$ cat config.mk
export PLATFORM = sky130hd
export DESIGN_NAME = seg_addr_gen
export DESIGN_NICKNAME = d
export VERILOG_FILES = /design/src/rtl/seg_addr_pkg.sv /design/src/rtl/seg_regfile.sv /design/src/rtl/seg_select.sv /design/src/rtl/seg_adder.sv /design/src/rtl/seg_addr_gen.sv
export SDC_FILE = /design/constraint.sdc
export NUM_CORES = 1
export LEC_CHECK = 0
export ABC_AREA = 0
export CELL_PAD_IN_SITES_DETAIL_PLACEMENT = 0
export CELL_PAD_IN_SITES_GLOBAL_PLACEMENT = 1
export CORE_UTILIZATION = 48
export DETAILED_ROUTE_END_ITERATION = 8
export DONT_BUFFER_PORTS = 1
export GPL_TIMING_DRIVEN = 0
export PLACE_DENSITY = 0.82
export SLEW_MARGIN = 25
export SYNTH_ARGS = -nofsm -noshare
export SYNTH_HDL_FRONTEND = slang
export SYNTH_SLANG_ARGS = --single-unit
$ cat constraint.sdc
create_clock -name clk -period 9.25 [get_ports clk]
set_clock_uncertainty 0.1 [all_clocks]
set_input_delay 1.85 -clock clk [delete_from_list [all_inputs] [get_ports clk]]
set_output_delay 1.85 -clock clk [all_outputs]
set_load 0.005 [all_outputs]
$ cat src/rtl/seg_addr_pkg.sv
package seg_addr_pkg;

  // request kinds
  localparam logic [2:0] KIND_FETCH  = 3'd0;
  localparam logic [2:0] KIND_DATA   = 3'd1;
  localparam logic [2:0] KIND_PUSH   = 3'd2;
  localparam logic [2:0] KIND_POP    = 3'd3;
  localparam logic [2:0] KIND_STRDST = 3'd4;

  // register write codes
  localparam logic [2:0] REG_CS = 3'd0;
  localparam logic [2:0] REG_DS = 3'd1;
  localparam logic [2:0] REG_SS = 3'd2;
  localparam logic [2:0] REG_ES = 3'd3;
  localparam logic [2:0] REG_IP = 3'd4;
  localparam logic [2:0] REG_SP = 3'd5;

  localparam int NUM_REGS   = 6;
  localparam int STACK_STEP = 2;

endpackage

$ cat src/rtl/seg_regfile.sv
module seg_regfile
  import seg_addr_pkg::*;
#(
  parameter int WORD_W = 16
) (
  input  logic              clk,
  input  logic              rst_n,
  input  logic              wr_en,
  input  logic [2:0]        wr_sel,
  input  logic [WORD_W-1:0] wr_data,
  input  logic              ip_adv,
  input  logic [1:0]        ip_bytes,
  input  logic              sp_down,
  input  logic              sp_up,
  output logic [WORD_W-1:0] cs_o,
  output logic [WORD_W-1:0] ds_o,
  output logic [WORD_W-1:0] ss_o,
  output logic [WORD_W-1:0] es_o,
  output logic [WORD_W-1:0] ip_o,
  output logic [WORD_W-1:0] sp_o
);

  logic [WORD_W-1:0] regs_v [NUM_REGS];

  for (genvar g = 0; g < NUM_REGS; g++) begin : g_reg
    localparam bit IS_IP = (g == int'(REG_IP));
    localparam bit IS_SP = (g == int'(REG_SP));
    logic [WORD_W-1:0] q;
    logic [WORD_W-1:0] d;

    always_comb begin
      d = q;
      if (IS_IP && ip_adv)  d = q + WORD_W'(ip_bytes);
      if (IS_SP && sp_down) d = q - WORD_W'(STACK_STEP);
      if (IS_SP && sp_up)   d = q + WORD_W'(STACK_STEP);
      // the write port has the last word
      if (wr_en && (wr_sel == 3'(g))) d = wr_data;
    end

    always_ff @(posedge clk or negedge rst_n) begin
      if (!rst_n) q <= '0;
      else        q <= d;
    end

    assign regs_v[g] = q;
  end

  assign cs_o = regs_v[REG_CS];
  assign ds_o = regs_v[REG_DS];
  assign ss_o = regs_v[REG_SS];
  assign es_o = regs_v[REG_ES];
  assign ip_o = regs_v[REG_IP];
  assign sp_o = regs_v[REG_SP];

endmodule

$ cat src/rtl/seg_select.sv
module seg_select
  import seg_addr_pkg::*;
#(
  parameter int WORD_W = 16
) (
  input  logic [2:0]        kind,
  input  logic [WORD_W-1:0] ea,
  input  logic [WORD_W-1:0] cs_i,
  input  logic [WORD_W-1:0] ds_i,
  input  logic [WORD_W-1:0] ss_i,
  input  logic [WORD_W-1:0] es_i,
  input  logic [WORD_W-1:0] ip_i,
  input  logic [WORD_W-1:0] sp_i,
  output logic [WORD_W-1:0] seg_o,
  output logic [WORD_W-1:0] off_o,
  output logic              is_fetch,
  output logic              is_push,
  output logic              is_pop
);

  logic [WORD_W-1:0] sp_pre;
  assign sp_pre = sp_i - WORD_W'(STACK_STEP);

  always_comb begin
    is_fetch = 1'b0;
    is_push  = 1'b0;
    is_pop   = 1'b0;
    seg_o    = ds_i;
    off_o    = ea;
    case (kind)
      KIND_FETCH: begin
        is_fetch = 1'b1;
        seg_o    = cs_i;
        off_o    = ip_i;
      end
      KIND_PUSH: begin
        is_push = 1'b1;
        seg_o   = ss_i;
        off_o   = sp_pre;
      end
      KIND_POP: begin
        is_pop = 1'b1;
        seg_o  = ss_i;
        off_o  = sp_i;
      end
      KIND_STRDST: begin
        seg_o = es_i;
        off_o = ea;
      end
      default: begin
        seg_o = ds_i;
        off_o = ea;
      end
    endcase
  end

endmodule

$ cat src/rtl/seg_adder.sv
module seg_adder #(
  parameter int WORD_W    = 16,
  parameter int SEG_SHIFT = 4
) (
  input  logic [WORD_W-1:0]           seg_i,
  input  logic [WORD_W-1:0]           off_i,
  input  logic                        word_i,
  output logic [WORD_W+SEG_SHIFT-1:0] phys_o,
  output logic                        odd_word_o,
  output logic [1:0]                  cycles_o
);

  localparam int ADDR_W = WORD_W + SEG_SHIFT;

  function automatic logic [ADDR_W-1:0] form_phys(
    input logic [WORD_W-1:0] s,
    input logic [WORD_W-1:0] o
  );
    return {s, {SEG_SHIFT{1'b0}}} + ADDR_W'(o);
  endfunction

  function automatic logic [1:0] count_cycles(input logic word, input logic lsb);
    return (word && lsb) ? 2'd2 : 2'd1;
  endfunction

  assign phys_o     = form_phys(seg_i, off_i);
  assign odd_word_o = word_i & phys_o[0];
  assign cycles_o   = count_cycles(word_i, phys_o[0]);

endmodule

$ cat src/rtl/seg_addr_gen.sv
module seg_addr_gen
  import seg_addr_pkg::*;
#(
  parameter int WORD_W    = 16,
  parameter int SEG_SHIFT = 4
) (
  input  logic                        clk,
  input  logic                        rst_n,
  input  logic                        req_valid,
  input  logic [2:0]                  req_kind,
  input  logic                        req_word,
  input  logic [WORD_W-1:0]           req_ea,
  input  logic                        wr_en,
  input  logic [2:0]                  wr_sel,
  input  logic [WORD_W-1:0]           wr_data,
  output logic [WORD_W+SEG_SHIFT-1:0] phys_addr,
  output logic [1:0]                  bus_cycles
);

  localparam int ADDR_W = WORD_W + SEG_SHIFT;

  logic [WORD_W-1:0] cs_q, ds_q, ss_q, es_q, ip_q, sp_q;
  logic [WORD_W-1:0] sel_seg, sel_off;
  logic              is_fetch, is_push, is_pop;
  logic              word_eff;
  logic              odd_word;
  logic [ADDR_W-1:0] phys_w;
  logic [1:0]        cycles_w;

  // named events for the checker
  logic              ip_adv, sp_down, sp_up;
  logic [1:0]        ip_bytes;

  assign word_eff = req_word | is_push | is_pop;
  assign ip_adv   = req_valid & is_fetch;
  assign sp_down  = req_valid & is_push;
  assign sp_up    = req_valid & is_pop;
  assign ip_bytes = word_eff ? 2'd2 : 2'd1;

  seg_regfile #(.WORD_W(WORD_W)) u_regs (
    .clk      (clk),
    .rst_n    (rst_n),
    .wr_en    (wr_en),
    .wr_sel   (wr_sel),
    .wr_data  (wr_data),
    .ip_adv   (ip_adv),
    .ip_bytes (ip_bytes),
    .sp_down  (sp_down),
    .sp_up    (sp_up),
    .cs_o     (cs_q),
    .ds_o     (ds_q),
    .ss_o     (ss_q),
    .es_o     (es_q),
    .ip_o     (ip_q),
    .sp_o     (sp_q)
  );

  seg_select #(.WORD_W(WORD_W)) u_sel (
    .kind     (req_kind),
    .ea       (req_ea),
    .cs_i     (cs_q),
    .ds_i     (ds_q),
    .ss_i     (ss_q),
    .es_i     (es_q),
    .ip_i     (ip_q),
    .sp_i     (sp_q),
    .seg_o    (sel_seg),
    .off_o    (sel_off),
    .is_fetch (is_fetch),
    .is_push  (is_push),
    .is_pop   (is_pop)
  );

  seg_adder #(.WORD_W(WORD_W), .SEG_SHIFT(SEG_SHIFT)) u_add (
    .seg_i      (sel_seg),
    .off_i      (sel_off),
    .word_i     (word_eff),
    .phys_o     (phys_w),
    .odd_word_o (odd_word),
    .cycles_o   (cycles_w)
  );

  assign phys_addr  = phys_w;
  assign bus_cycles = cycles_w;

endmodule

* After elaboration in Yosys (flattened, before gate mapping)
Index checks and enable logic that the tools add are counted.
** Operators by class
- Reduce and logical (&&, ||, !) cells :: 12
- Mux-type cells :: 12
- Add/subtract/negate cells :: 4
- Div/mod/pow operators :: 0
- Equal/unequal tests :: 8
- Order comparisons :: 0
- Multiply operators :: 0
- Shifts and indexed selects :: 0
- Bitwise logic cells :: 5
** Operators with widths (number)
- 16-bit one-hot mux with 3 select lines :: 2
- 16-bit 2-to-1 mux :: 5
- 20-bit by 16-bit adder with 20-bit output :: 1
- 16-bit by 2-bit adder with 16-bit output :: 1
- 16-bit by 2-bit adder with 16-bit output, second input constant :: 1
- 16-bit by 2-bit subtractor with 16-bit output, second input constant :: 1
- 3-bit by 2-bit equality test with 1-bit output, second input constant :: 4
- 3-bit equality test, second input constant :: 3
- 1-bit logical AND :: 7
- 3-bit logical NOT :: 2
- 2-bit 2-to-1 mux :: 2
- 1-bit AND :: 3
- 3-bit by 1-bit equality test with 1-bit output, second input constant :: 1
- 1-bit 2-to-1 mux :: 3
- 3-bit nonzero test :: 1
- 1-bit bitwise OR :: 2
- 2-bit nonzero test :: 1
- 2-bit OR reduction :: 1
** Storage, ports and cells
- Input port bits :: 43
- Memories kept :: 0
- Register bits after elaboration :: 96
- Bits in read-only memories :: 0
- Output and inout bits :: 22
- Memory bits (writable) :: 0
- Bits in latches :: 0
- Logic and storage cells :: 47

* Depth between registers and ports, before layout
Gate-level depths: netlist of run 1.
- Depth in word-level cells :: 8
- Gate-level depth with buffers :: 15
- Gate-level depth less buffers :: 14

* By module
Synthesis of run 1 repeated with hierarchy kept, for this count alone.
** Unflattened totals
- Cells, all modules :: 778
- Area, all modules :: 7124.3 sq um
** Modules (own cells, without submodules)
- seg_regfile :: seq. area each 2402.3 sq um, area an instance 4758.3 sq um, instances 1, cells each 418
- seg_select :: seq. area each 0.0 sq um, area an instance 1498.9 sq um, instances 1, cells each 244
- seg_adder :: seq. area each 0.0 sq um, area an instance 835.8 sq um, instances 1, cells each 111
- seg_addr_gen :: seq. area each 0.0 sq um, area an instance 31.3 sq um, instances 1, cells each 5

* Worst setup path after synthesis of run 1
OpenSTA, ideal clock, no wires.
- Path type :: input to output
- Start point :: in req_kind[2]
- End point :: out phys_addr[14]
- Data required time :: 7.300 ns
- Slack :: 2.633 ns
- Arrival time :: 4.667 ns
- Path buffers :: 3
- Stages :: 14
- Path through :: buf_2 buf_2 buf_2 mux2_2 nand2_1 o21ai_0 ha_1 fa_1 a21oi_1 o21ai_0 a2111oi_0 o21bai_1 a21oi_1 xnor2_1
** Between the ends
- Word-level cells in the longest chain between the ends :: 4
- Elaborated cells between the ends (all ways) :: 8
- Classes of those cells :: 1 x add/sub; 3 x eq/ne; 2 x mux; 2 x reduce/logical
** Ends and longest elaborated chain
- from (decl) :: RTL line seg_addr_gen.sv:10 : input logic [2:0] req_kind,
- 3-bit by 2-bit equality test with 1-bit output :: RTL line seg_select.sv:30 : case (kind)
- 2-bit OR reduction (no source line)
- 16-bit one-hot mux with 3 select lines :: RTL line seg_select.sv:30
- 20-bit by 16-bit adder with 20-bit output (*) :: RTL line seg_adder.sv:19 : return {s, {SEG_SHIFT{1'b0}}} + ADDR_W'(o);
- to (decl) :: RTL line seg_addr_gen.sv:16 : output logic [WORD_W+SEG_SHIFT-1:0] phys_addr,
Mark *: on every way between the ends. The rest lies on a longest branch, timed or not.

* Worst setup path after layout of run 1
- Start point :: in req_kind[0]
- End point :: out phys_addr[14]
The elaborated chain is that of the path after synthesis.

==> results of run 1 <==
==> path summary, 6_finish.rpt <==
| kind | startpoint | end | slack, ns |
|---|---|---|---|
| hold reg to reg | u_regs.ss_o[15] | u_regs.ss_o[15] | 0.41 |
| min in group asynchronous | rst_n | u_regs.sp_o[3] | 1.06 |
| max in group asynchronous | rst_n | u_regs.es_o[11] | 7.83 |
| setup reg to reg | u_regs.sp_o[1] | u_regs.sp_o[15] | 6.77 |
| setup / recovery | req_kind[0] | phys_addr[14] | 1.27 |
| hold / removal | u_regs.ss_o[15] | u_regs.ss_o[15] | 0.41 |
==> cell type report <==
type / count / area (um^2)
plain buffers: 42 / 199
clock inverters: 7 / 72.6
well taps: 172 / 215
clock buffers: 9 / 225
multi-input cells: 521 / 3650
flip-flops and latches: 96 / 2400
fillers: 1191 / 5890
inverters: 17 / 63.8
==> registers in the layout, summed over array words and instances, names as in the netlist <==
name and flops:
u_regs.cs_o 16, u_regs.ds_o 16, u_regs.es_o 16, u_regs.ip_o 16, u_regs.sp_o 16, u_regs.ss_o 16
==> critical path: stages <==
cell and delay, ns:
buf_6 0.11, clkbuf_1 0.43, clkbuf_1 0.56, buf_1 0.60, a221oi_1 0.25, ha_1 0.32
fa_1 0.42, a21oi_1 0.21, o21ai_0 0.26, a2111oi_0 0.51, o21bai_1 0.11, a21oi_1 0.18
xnor2_1 0.20
==> stage by stage <==
step	total power (W)	util	hold slack [ns]
after floorplan	0.000993	-	0.374
after global placement	0.00110	0.513	0.383
after detailed placement	0.00112	0.513	0.392
after CTS	0.00151	0.537	0.410
after global routing	0.00160	0.537	0.418
final	0.00151	0.537	0.405
==> power by group <==
| part | internal (W) | switching, W |
|---|---|---|
| clock network | 0.000191 | 0.000194 |
| registers | 0.000521 | 0.0000770 |
| logic | 0.000235 | 0.000292 |
==> synth_stat cells, types with 2 or more instances <==
| cell type | number |
|---|---|
| o32ai_1 | 4 |
| nor3_2 | 3 |
| o21ai_0 | 51 |
| nor3b_2 | 2 |
| fa_1 | 2 |
| nand2_1 | 67 |
| nand4_1 | 6 |
| mux2_2 | 81 |
| xor2_1 | 21 |
| a21oi_1 | 57 |
| and4_1 | 2 |
| ha_1 | 16 |
| a221oi_1 | 5 |
| nor2b_1 | 2 |
| nand4b_1 | 2 |
| and3_1 | 6 |
| o21bai_1 | 3 |
| buf_2 | 12 |
| inv_1 | 15 |
| xnor2_1 | 29 |
| nand3_1 | 15 |
| a31oi_1 | 4 |
| mux2i_1 | 16 |
| o21a_1 | 3 |
| a22oi_1 | 5 |
| buf_6 | 3 |
| clkbuf_1 | 22 |
| a2bb2oi_1 | 5 |
| o211ai_1 | 2 |
| nand2b_1 | 3 |
| dfrtp_1 | 96 |
| nor3_1 | 11 |
| a211oi_1 | 6 |
| buf_1 | 4 |
| o21ai_1 | 2 |
| nor2_1 | 59 |
| o22ai_1 | 10 |
| a21o_1 | 3 |
==> layer usage <==
metal  routed length [um]  track usage  vias up
met5                    0            0        -
met3                 1190       0.0514       43
met1                 8050        0.387     2656
li1                     -            -     2450
met4                  577        0.123        0
met2                 9180        0.497      165
==> cells by family after synthesis <==
family	Yosys count
AO/OA/AOI/OAI	167
XOR/XNOR	50
adder cells (fa/ha/maj)	18
buffers and inverters	59
flip-flops	96
multiplexers	97
AND/OR/NAND/NOR	189
==> qor.yml, run 1 <==
hp-class: "reg -> reg"
insertion_delay_ns: 0.37
clock-sinks: 96
cp_data_arrival_time_ns: 6.03
timing.final.ws_setup_ns: 1.27
initial_core_util: 0.497
synth.distinct_cells: 59
final_cell_area_um2: 6830
die_area_um2: 13600
setup_violations: 0
rsz0062_at_grt: "false"
final_cell_count_no_fill: 864
whs_path_depth: 1
crit_type: "in -> out"
place_inst: 848
synthCells: 676
via_per_inst: 6.15
ys_top_cells_by_area: "dfrtp_1, mux2_2, a21oi_1"
yosysTopAreaCellShare: 0.380
cts_tree: "built"
grt_overflow: 0
antenna_found_initial: 0
vdd_ir_drop_max_mv: 0.130
grt_use_total: 0.299
clk_path_buf_depth: 2
syn_area_per_cell_um2: 9.35
critPathCaptureType: "primary output"
synth_seq_cells: 96
synth_top_family_by_area: "multiplexers"
post_dp_cell_area_um2: 6530
status: "finished, final reports clean"
synth_xor_xnor_area_share: 0.0693
coreArea_um2: 12700
port-buffer-count: 0
synth_simple_gate_area_frac: 0.145
crit_path_max_fanout: 10
slew-limit-headroom: 0.467
hold_violations: 0
syn-num-nets: 737
fin_crit_sh: 0.862
num_rows: 41
antenna_left: 0
cp.required_ns: 7.30
async_flop_share: 1.00
die_y_um: 117
synth_compound_area_frac: 0.156
grt_pass1_wl_mm: 29.7
drive_gt1_frac: 0.181
htree_levels: 3
cts.repair.resized: 0
yosysWarnings: 0
syn_area_um2: 6320
route.detailed.drc: 0
nNetsFinal: 748
path_clk_slew_ns: 0.07
synth_fa_ha_area_frac: 0.0380
p_per_area_nw_per_um2: 221
grt_pass1_vias: 5295
drt-initial-drc-count: 410
mostFrequentLayoutCells: "dfrtp_1, mux2_2, nand2_1, nor2_1, a21oi_1"
tightest_slew_ns: 0.800
first_pass_iters: 5
max_freq_mhz: 125
cts_inserted_buffers: 9
cellLeakagePower_nw: 2.74
final_common_cell: "dfrtp_1"
setup_tns_ns: 0
reg2reg_depth: 9
synth.largest_area_cell: "dfrtp_1"
synth_edf_count: 0
start_kind: "input pin"
synth_mux_area_frac: 0.170
die-width_um: 117
grt_max_degree: 97
drt-wirelength-per-cell_um: 22.0
drv_slew: 0
area_delta_synth_final_pct: 8.12
wl_mm: 19.0
cts_hold_buffers: 0
ioPinCount: 65
post_cts_buffers: 0
antennaDiodeCount: 0
synthFlopType: "dfrtp_1"
vias: 5314
drv_cap: 0
gp_congestion: 0.926
fin_crit_ns: 7.98
hpwlAfterDp_mm: 13.9
place_ws_ns: 1.38
ys_seq_area_frac: 0.380
cts_root_buf: "clkbuf_16"
Note: power is estimated with default switching activity, not from simulation.
==> run 2: changes to the inputs <==
--- a/config.mk
+++ b/config.mk
@@ -8,12 +8,12 @@
 export ABC_AREA = 0
 export CELL_PAD_IN_SITES_DETAIL_PLACEMENT = 0
 export CELL_PAD_IN_SITES_GLOBAL_PLACEMENT = 1
-export CORE_UTILIZATION = 48
+export CORE_UTILIZATION = 30
 export DETAILED_ROUTE_END_ITERATION = 8
 export DONT_BUFFER_PORTS = 1
 export GPL_TIMING_DRIVEN = 0
-export PLACE_DENSITY = 0.82
-export SLEW_MARGIN = 25
+export PLACE_DENSITY = 0.57
+export SLEW_MARGIN = 10
 export SYNTH_ARGS = -nofsm -noshare
 export SYNTH_HDL_FRONTEND = slang
 export SYNTH_SLANG_ARGS = --single-unit
==> run 2 against run 1 <==
Effect of this change: global-route usage fell by 9.8 points; first-iteration DRC count fell by 18%; sequential share of layout area fell by 0.49 points.
==> qor.yml, run 2 (same netlist as run 1, synthesis figures left out) <==
cp.required_ns: 7.30  # about the same
hold_violations: 0  # unchanged
cts_hold_buffers: 0  # unchanged
hpwlAfterDp_mm: 15.8  # +13%
nFillCells: 2138  # +80%
coreArea_um2: 20400  # +61%
cts.repair.resized: 0  # unchanged
fin_crit_sh: 0.875  # +0.0128
timing.final.ws_setup_ns: 1.16  # -0.118 ns
final_common_cell: "dfrtp_1"
max_stage_delay_ns: 0.62  # +0.02 ns
cts_inserted_buffers: 9  # unchanged
hp-class: "reg -> reg"
vias: 5164  # -2.8%
slew-limit-headroom: 0.456  # -0.0105
ioPinCount: 65  # unchanged
gp_congestion: 0.886  # -4.3%
max_freq_mhz: 124  # -1.5%
setup_tns_ns: 0  # unchanged
num_rows: 52  # +27%
setup_violations: 0  # unchanged
cp_data_arrival_time_ns: 6.14  # +0.11 ns
dr_wl_met3_mm: 1.16  # -2.2%
nNetsFinal: 748  # unchanged
crit_chain: "buf_6, clkbuf_1, clkbuf_1, buf_1, a221oi_1, ha_1, fa_1, a21oi_1, o21ai_0, a2111oi_0, o21bai_1, a21oi_1, xnor2_1"
power_w: 0.00149  # -1.4%
swShare: 0.368  # -0.00458
route.detailed.drc: 0  # unchanged
place_ws_ns: 1.16  # -0.214 ns
insertion_delay_ns: 0.35  # -0.02 ns
drt-met1-wl_mm: 9.49  # +18%
fin_crit_ns: 8.09  # +0.118 ns
die_area_um2: 21600  # +59%
grt_overflow: 0  # unchanged
die_y_um: 147  # +26%
top_layer_used: "met4"
drt-wirelength-per-cell_um: 21.8  # -0.65%
drv_cap: 0  # unchanged
p_sw_w: 0.000549  # -2.6%
path_clk_slew_ns: 0.07  # about the same
grt_use_total: 0.201  # -0.0979
drive_gt1_frac: 0.178  # -0.00289
initial_core_util: 0.309  # -0.187
p_int_w: 0.000941  # -0.64%
antennaDiodeCount: 0  # unchanged
p_seq_frac: 0.400  # +0.004
tightest_slew_ns: 0.816  # +0.0158 ns
port-buffer-count: 0  # unchanged
cts_tree: "built"
slowest_stage: "clkbuf_1"
vdd_ir_drop_max_mv: 0.0856  # -34%
start_kind: "input pin"
grt_pass1_wl_mm: 32.5  # +9.6%
grt_pass1_vias: 5292  # -0.057%
antenna_left: 0  # unchanged
die-width_um: 147  # +26%
cts_root_buf: "clkbuf_16"
post_cts_buffers: 0  # unchanged
wl_mm: 21.0  # +11%
drv_slew: 0  # unchanged
htree_levels: 3  # unchanged
wl_met2_mm: 10.0  # +9.5%
cellLeakagePower_nw: 2.72  # -0.46%
grt_max_degree: 97  # unchanged
p_comb_frac: 0.357  # +0.008
mostFrequentLayoutCells: "dfrtp_1, mux2_2, nand2_1, nor2_1, a21oi_1"
antenna_found_initial: 0  # unchanged
drt-initial-drc-count: 338  # -18%
crit_type: "in -> out"
power.share.clock: 0.243  # -0.012
utilization: 0.339  # -0.198
via_per_inst: 5.37  # -13%
area_delta_synth_final_pct: 9.65
status: "finished, final reports clean"
clock-sinks: 96  # unchanged
p_per_area_nw_per_um2: 215  # -2.7%
clk_path_buf_depth: 2  # unchanged
crit_path_max_fanout: 10  # unchanged
rsz0062_at_grt: "false"
critPathCaptureType: "primary output"
first_pass_iters: 5  # unchanged
## run 2: metrics by stage
step                      instance area [um^2]  hold slack, ns  cells
final                                     6930           0.405    962
after global placement                    6660           0.385    946
after detailed placement                  6660           0.394    946
after global routing                      6930           0.424    962
after floorplan                           6320           0.374    676
after CTS                                 6930           0.409    962
## run 2: layout make-up
| class | instances | area, um^2 | share of cell area |
|---|---|---|---|
| tap | 270 | 338 | 0.0488 |
| clock inverter | 5 | 38.8 | 0.00560 |
| inverter | 17 | 63.8 | 0.00921 |
| multi-input combinational | 521 | 3650 | 0.527 |
| buffer | 42 | 199 | 0.0287 |
| clock buffer | 11 | 233 | 0.0336 |
| sequential | 96 | 2400 | 0.347 |
## run 2: metal layers
metal,global-route usage,vias up
met3,0.0401,18
met5,0,-
met2,0.336,121
met1,0.264,2596
met4,0.0552,0
li1,-,2429
## run 2: final timing paths
| path | endpoint | from | cells past startpoint | slack, ns |
|---|---|---|---|---|
| max | phys_addr[14] | req_kind[0] | 13 | 1.16 |
| min | u_regs.es_o[5] | u_regs.es_o[5] | 1 | 0.41 |
| max reg2reg | u_regs.sp_o[15] | u_regs.sp_o[1] | 9 | 6.75 |
| min reg2reg | u_regs.es_o[5] | u_regs.es_o[5] | 1 | 0.41 |
| max in group asynchronous | u_regs.cs_o[9] | rst_n | 0 | 7.82 |
| min in group asynchronous | u_regs.sp_o[3] | rst_n | 0 | 1.08 |
## run 2: worst max-delay path, delay by kind of cell
kind            cells  cell delay, ns
compound gates      6            1.43
buf+inv             4            1.89
fa+ha+maj           2            0.75
xor+xnor            1            0.20
## run 2: power groups by stage
stage	sequential (W)	combinational (W)	clock [W]
after global routing	0.000610	0.000590	0.000386
final	0.000596	0.000531	0.000362
after CTS	0.000595	0.000535	0.000369
after floorplan	0.000582	0.000411	0
after global placement	0.000598	0.000527	0
after detailed placement	0.000603	0.000531	0
==> run 3: changes to the inputs <==
--- a/config.mk
+++ b/config.mk
@@ -8,6 +8,7 @@
 export ABC_AREA = 0
 export CELL_PAD_IN_SITES_DETAIL_PLACEMENT = 0
 export CELL_PAD_IN_SITES_GLOBAL_PLACEMENT = 1
+export CORE_ASPECT_RATIO = 0.5
 export CORE_UTILIZATION = 30
 export DETAILED_ROUTE_END_ITERATION = 8
 export DONT_BUFFER_PORTS = 1
==> run 3 against run 2 <==
Effect of this change: die area increased by 0.17%; critical path depth unchanged; non-clock buffer count unchanged; sequential share of layout area decreased by 0.17 points; final area increased by 0.49%; setup slack got worse by 0.0085 ns; final cell count increased by 0.21%; register-to-register slack got worse by 0.06 ns; routed wire length increased by 1.2%; core utilization decreased by 0.12 points; critical path type unchanged; critical endpoint unchanged; largest cell class unchanged.
==> qor.yml, run 3 (same netlist as run 1, synthesis figures left out) <==
num_rows: 37  # -29%
ioPinCount: 65  # unchanged
grt_overflow: 0  # unchanged
vias: 5253  # +1.7%
grt_pass1_vias: 5127  # -3.1%
setup_tns_ns: 0  # unchanged
path_buf_inv: 4  # unchanged
initial_core_util: 0.307  # -0.00257
cts_root_buf: "clkbuf_16"
max_freq_mhz: 123  # -0.11%
wl_mm: 21.3  # +1.2%
cp_data_arrival_time_ns: 6.15  # about the same
crit_chain: "buf_6, clkbuf_1, clkbuf_1, buf_1, a221oi_1, ha_1, fa_1, a21oi_1, o21ai_0, a2111oi_0, o21bai_1, a21oi_1, xnor2_1"
max_stage_delay_ns: 0.66  # +0.04 ns
die_area_um2: 21700  # +0.17%
tightest_slew_ns: 0.881  # +0.0652 ns
area_delta_synth_final_pct: 10.2
route.detailed.drc: 0  # unchanged
die-width_um: 207  # +41%
insertion_delay_ns: 0.36  # about the same
drv_cap: 0  # unchanged
crit_type: "in -> out"
drt-initial-drc-count: 313  # -7.4%
final_cell_count_no_fill: 964  # +0.21%
cts_inserted_buffers: 9  # unchanged
grt_max_degree: 97  # unchanged
cts_hold_buffers: 0  # unchanged
p_per_area_nw_per_um2: 218  # +1.4%
fin_crit_sh: 0.876  # +0.000923
post_cts_buffers: 0  # unchanged
status: "finished, final reports clean"
antenna_found_initial: 0  # unchanged
nNetsFinal: 748  # unchanged
crit_path_max_fanout: 10  # unchanged
start_kind: "input pin"
path_clk_slew_ns: 0.07  # about the same
mostFrequentLayoutCells: "dfrtp_1, mux2_2, nand2_1, nor2_1, a21oi_1"
slew-limit-headroom: 0.410  # -0.0456
drv_slew: 0  # unchanged
final_common_cell: "dfrtp_1"
grt_use_total: 0.199  # -0.00225
place_inst: 949  # +0.32%
htree_levels: 3  # unchanged
setup_violations: 0  # unchanged
hpwlAfterDp_mm: 15.5  # -2.0%
cts.repair.resized: 0  # unchanged
cpLargestDelayFamily: "buffers and inverters"
slowest_stage: "buf_1"
gp_congestion: 0.842  # -5.0%
cts_tree: "built"
vdd_ir_drop_max_mv: 0.116  # +35%
grt_pass1_wl_mm: 32.1  # -1.2%
first_pass_iters: 4  # -1
clock-sinks: 96  # unchanged
antenna_left: 0  # unchanged
critPathCaptureType: "primary output"
fin_crit_ns: 8.10  # +0.00854 ns
clk_path_buf_depth: 2  # unchanged
coreArea_um2: 20600  # +0.84%
drive_gt1_frac: 0.179  # +0.00170
cellLeakagePower_nw: 2.74  # +0.66%
cp.required_ns: 7.30  # about the same
die_y_um: 105  # -29%
nFillCells: 2108  # -1.4%
hold_violations: 0  # unchanged
drt-wirelength-per-cell_um: 22.1  # +0.98%
rsz0062_at_grt: "false"
antennaDiodeCount: 0  # unchanged
via_per_inst: 5.45  # +1.5%
hp-class: "reg -> reg"
port-buffer-count: 0  # unchanged
[run 3: worst paths after layout]
kind | cells after the start | to | startpoint | slack, ns
min reg2reg | 1 | u_regs.cs_o[5] | u_regs.cs_o[5] | 0.41
max | 13 | phys_addr[14] | req_kind[0] | 1.15
max reg2reg | 9 | u_regs.sp_o[15] | u_regs.sp_o[1] | 6.69
min | 1 | u_regs.cs_o[5] | u_regs.cs_o[5] | 0.41
max in group asynchronous | 0 | u_regs.cs_o[15] | rst_n | 7.76
min in group asynchronous | 0 | u_regs.sp_o[9] | rst_n | 1.07
[run 3: routing by layer]
metal / up-vias / global-route usage / share of wire
met5: - / 0 / 0
met4: 0 / 0.0368 / 0.0068
met3: 11 / 0.0352 / 0.042
met2: 96 / 0.309 / 0.45
met1: 2705 / 0.290 / 0.51
li1: 2441 / - / -
[run 3: cell type report]
type,count,area (um^2),share of cell area
multi-input cells,521,3650,0.525
flip-flops and latches,96,2400,0.345
well taps,273,342,0.0491
clock buffers,9,225,0.0324
plain buffers,42,199,0.0286
clock inverters,6,76.3,0.0110
inverters,17,63.8,0.00917
[run 3: power breakdown]
group | switching [W] | internal [W] | leakage [nW]
clock network | 0.000187 | 0.000214 | 0.148
logic | 0.000286 | 0.000234 | 1.45
registers | 0.0000774 | 0.000521 | 1.15
total | 0.000550 | 0.000969 | 2.74
[run 3: worst register-to-register path: stages, from the launching register on]
cell and delay, ns:
dfrtp_1 0.39, clkbuf_1 0.19, inv_1 0.11, ha_1 0.32, nor2b_1 0.32, nand2_1 0.13
or3_1 0.43, a21oi_1 0.20, xnor2_1 0.14, a21oi_1 0.08
[run 3: through the flow]
| stage | hold WS (ns) | instance area, um^2 | utilization | power (W) | worst slack (ns) |
|---|---|---|---|---|---|
| 2_1_floorplan | 0.374 | 6320 | - | 0.000993 | 2.63 |
| 3_3_place_gp | 0.383 | 6660 | 0.323 | 0.00112 | 1.15 |
| 3_5_place_dp | 0.391 | 6660 | 0.323 | 0.00112 | 1.23 |
| 4_1_cts | 0.408 | 6960 | 0.338 | 0.00152 | 1.22 |
| 5_1_grt | 0.413 | 6960 | 0.338 | 0.00161 | 0.903 |
| 6_report | 0.407 | 6960 | 0.338 | 0.00152 | 1.15 |
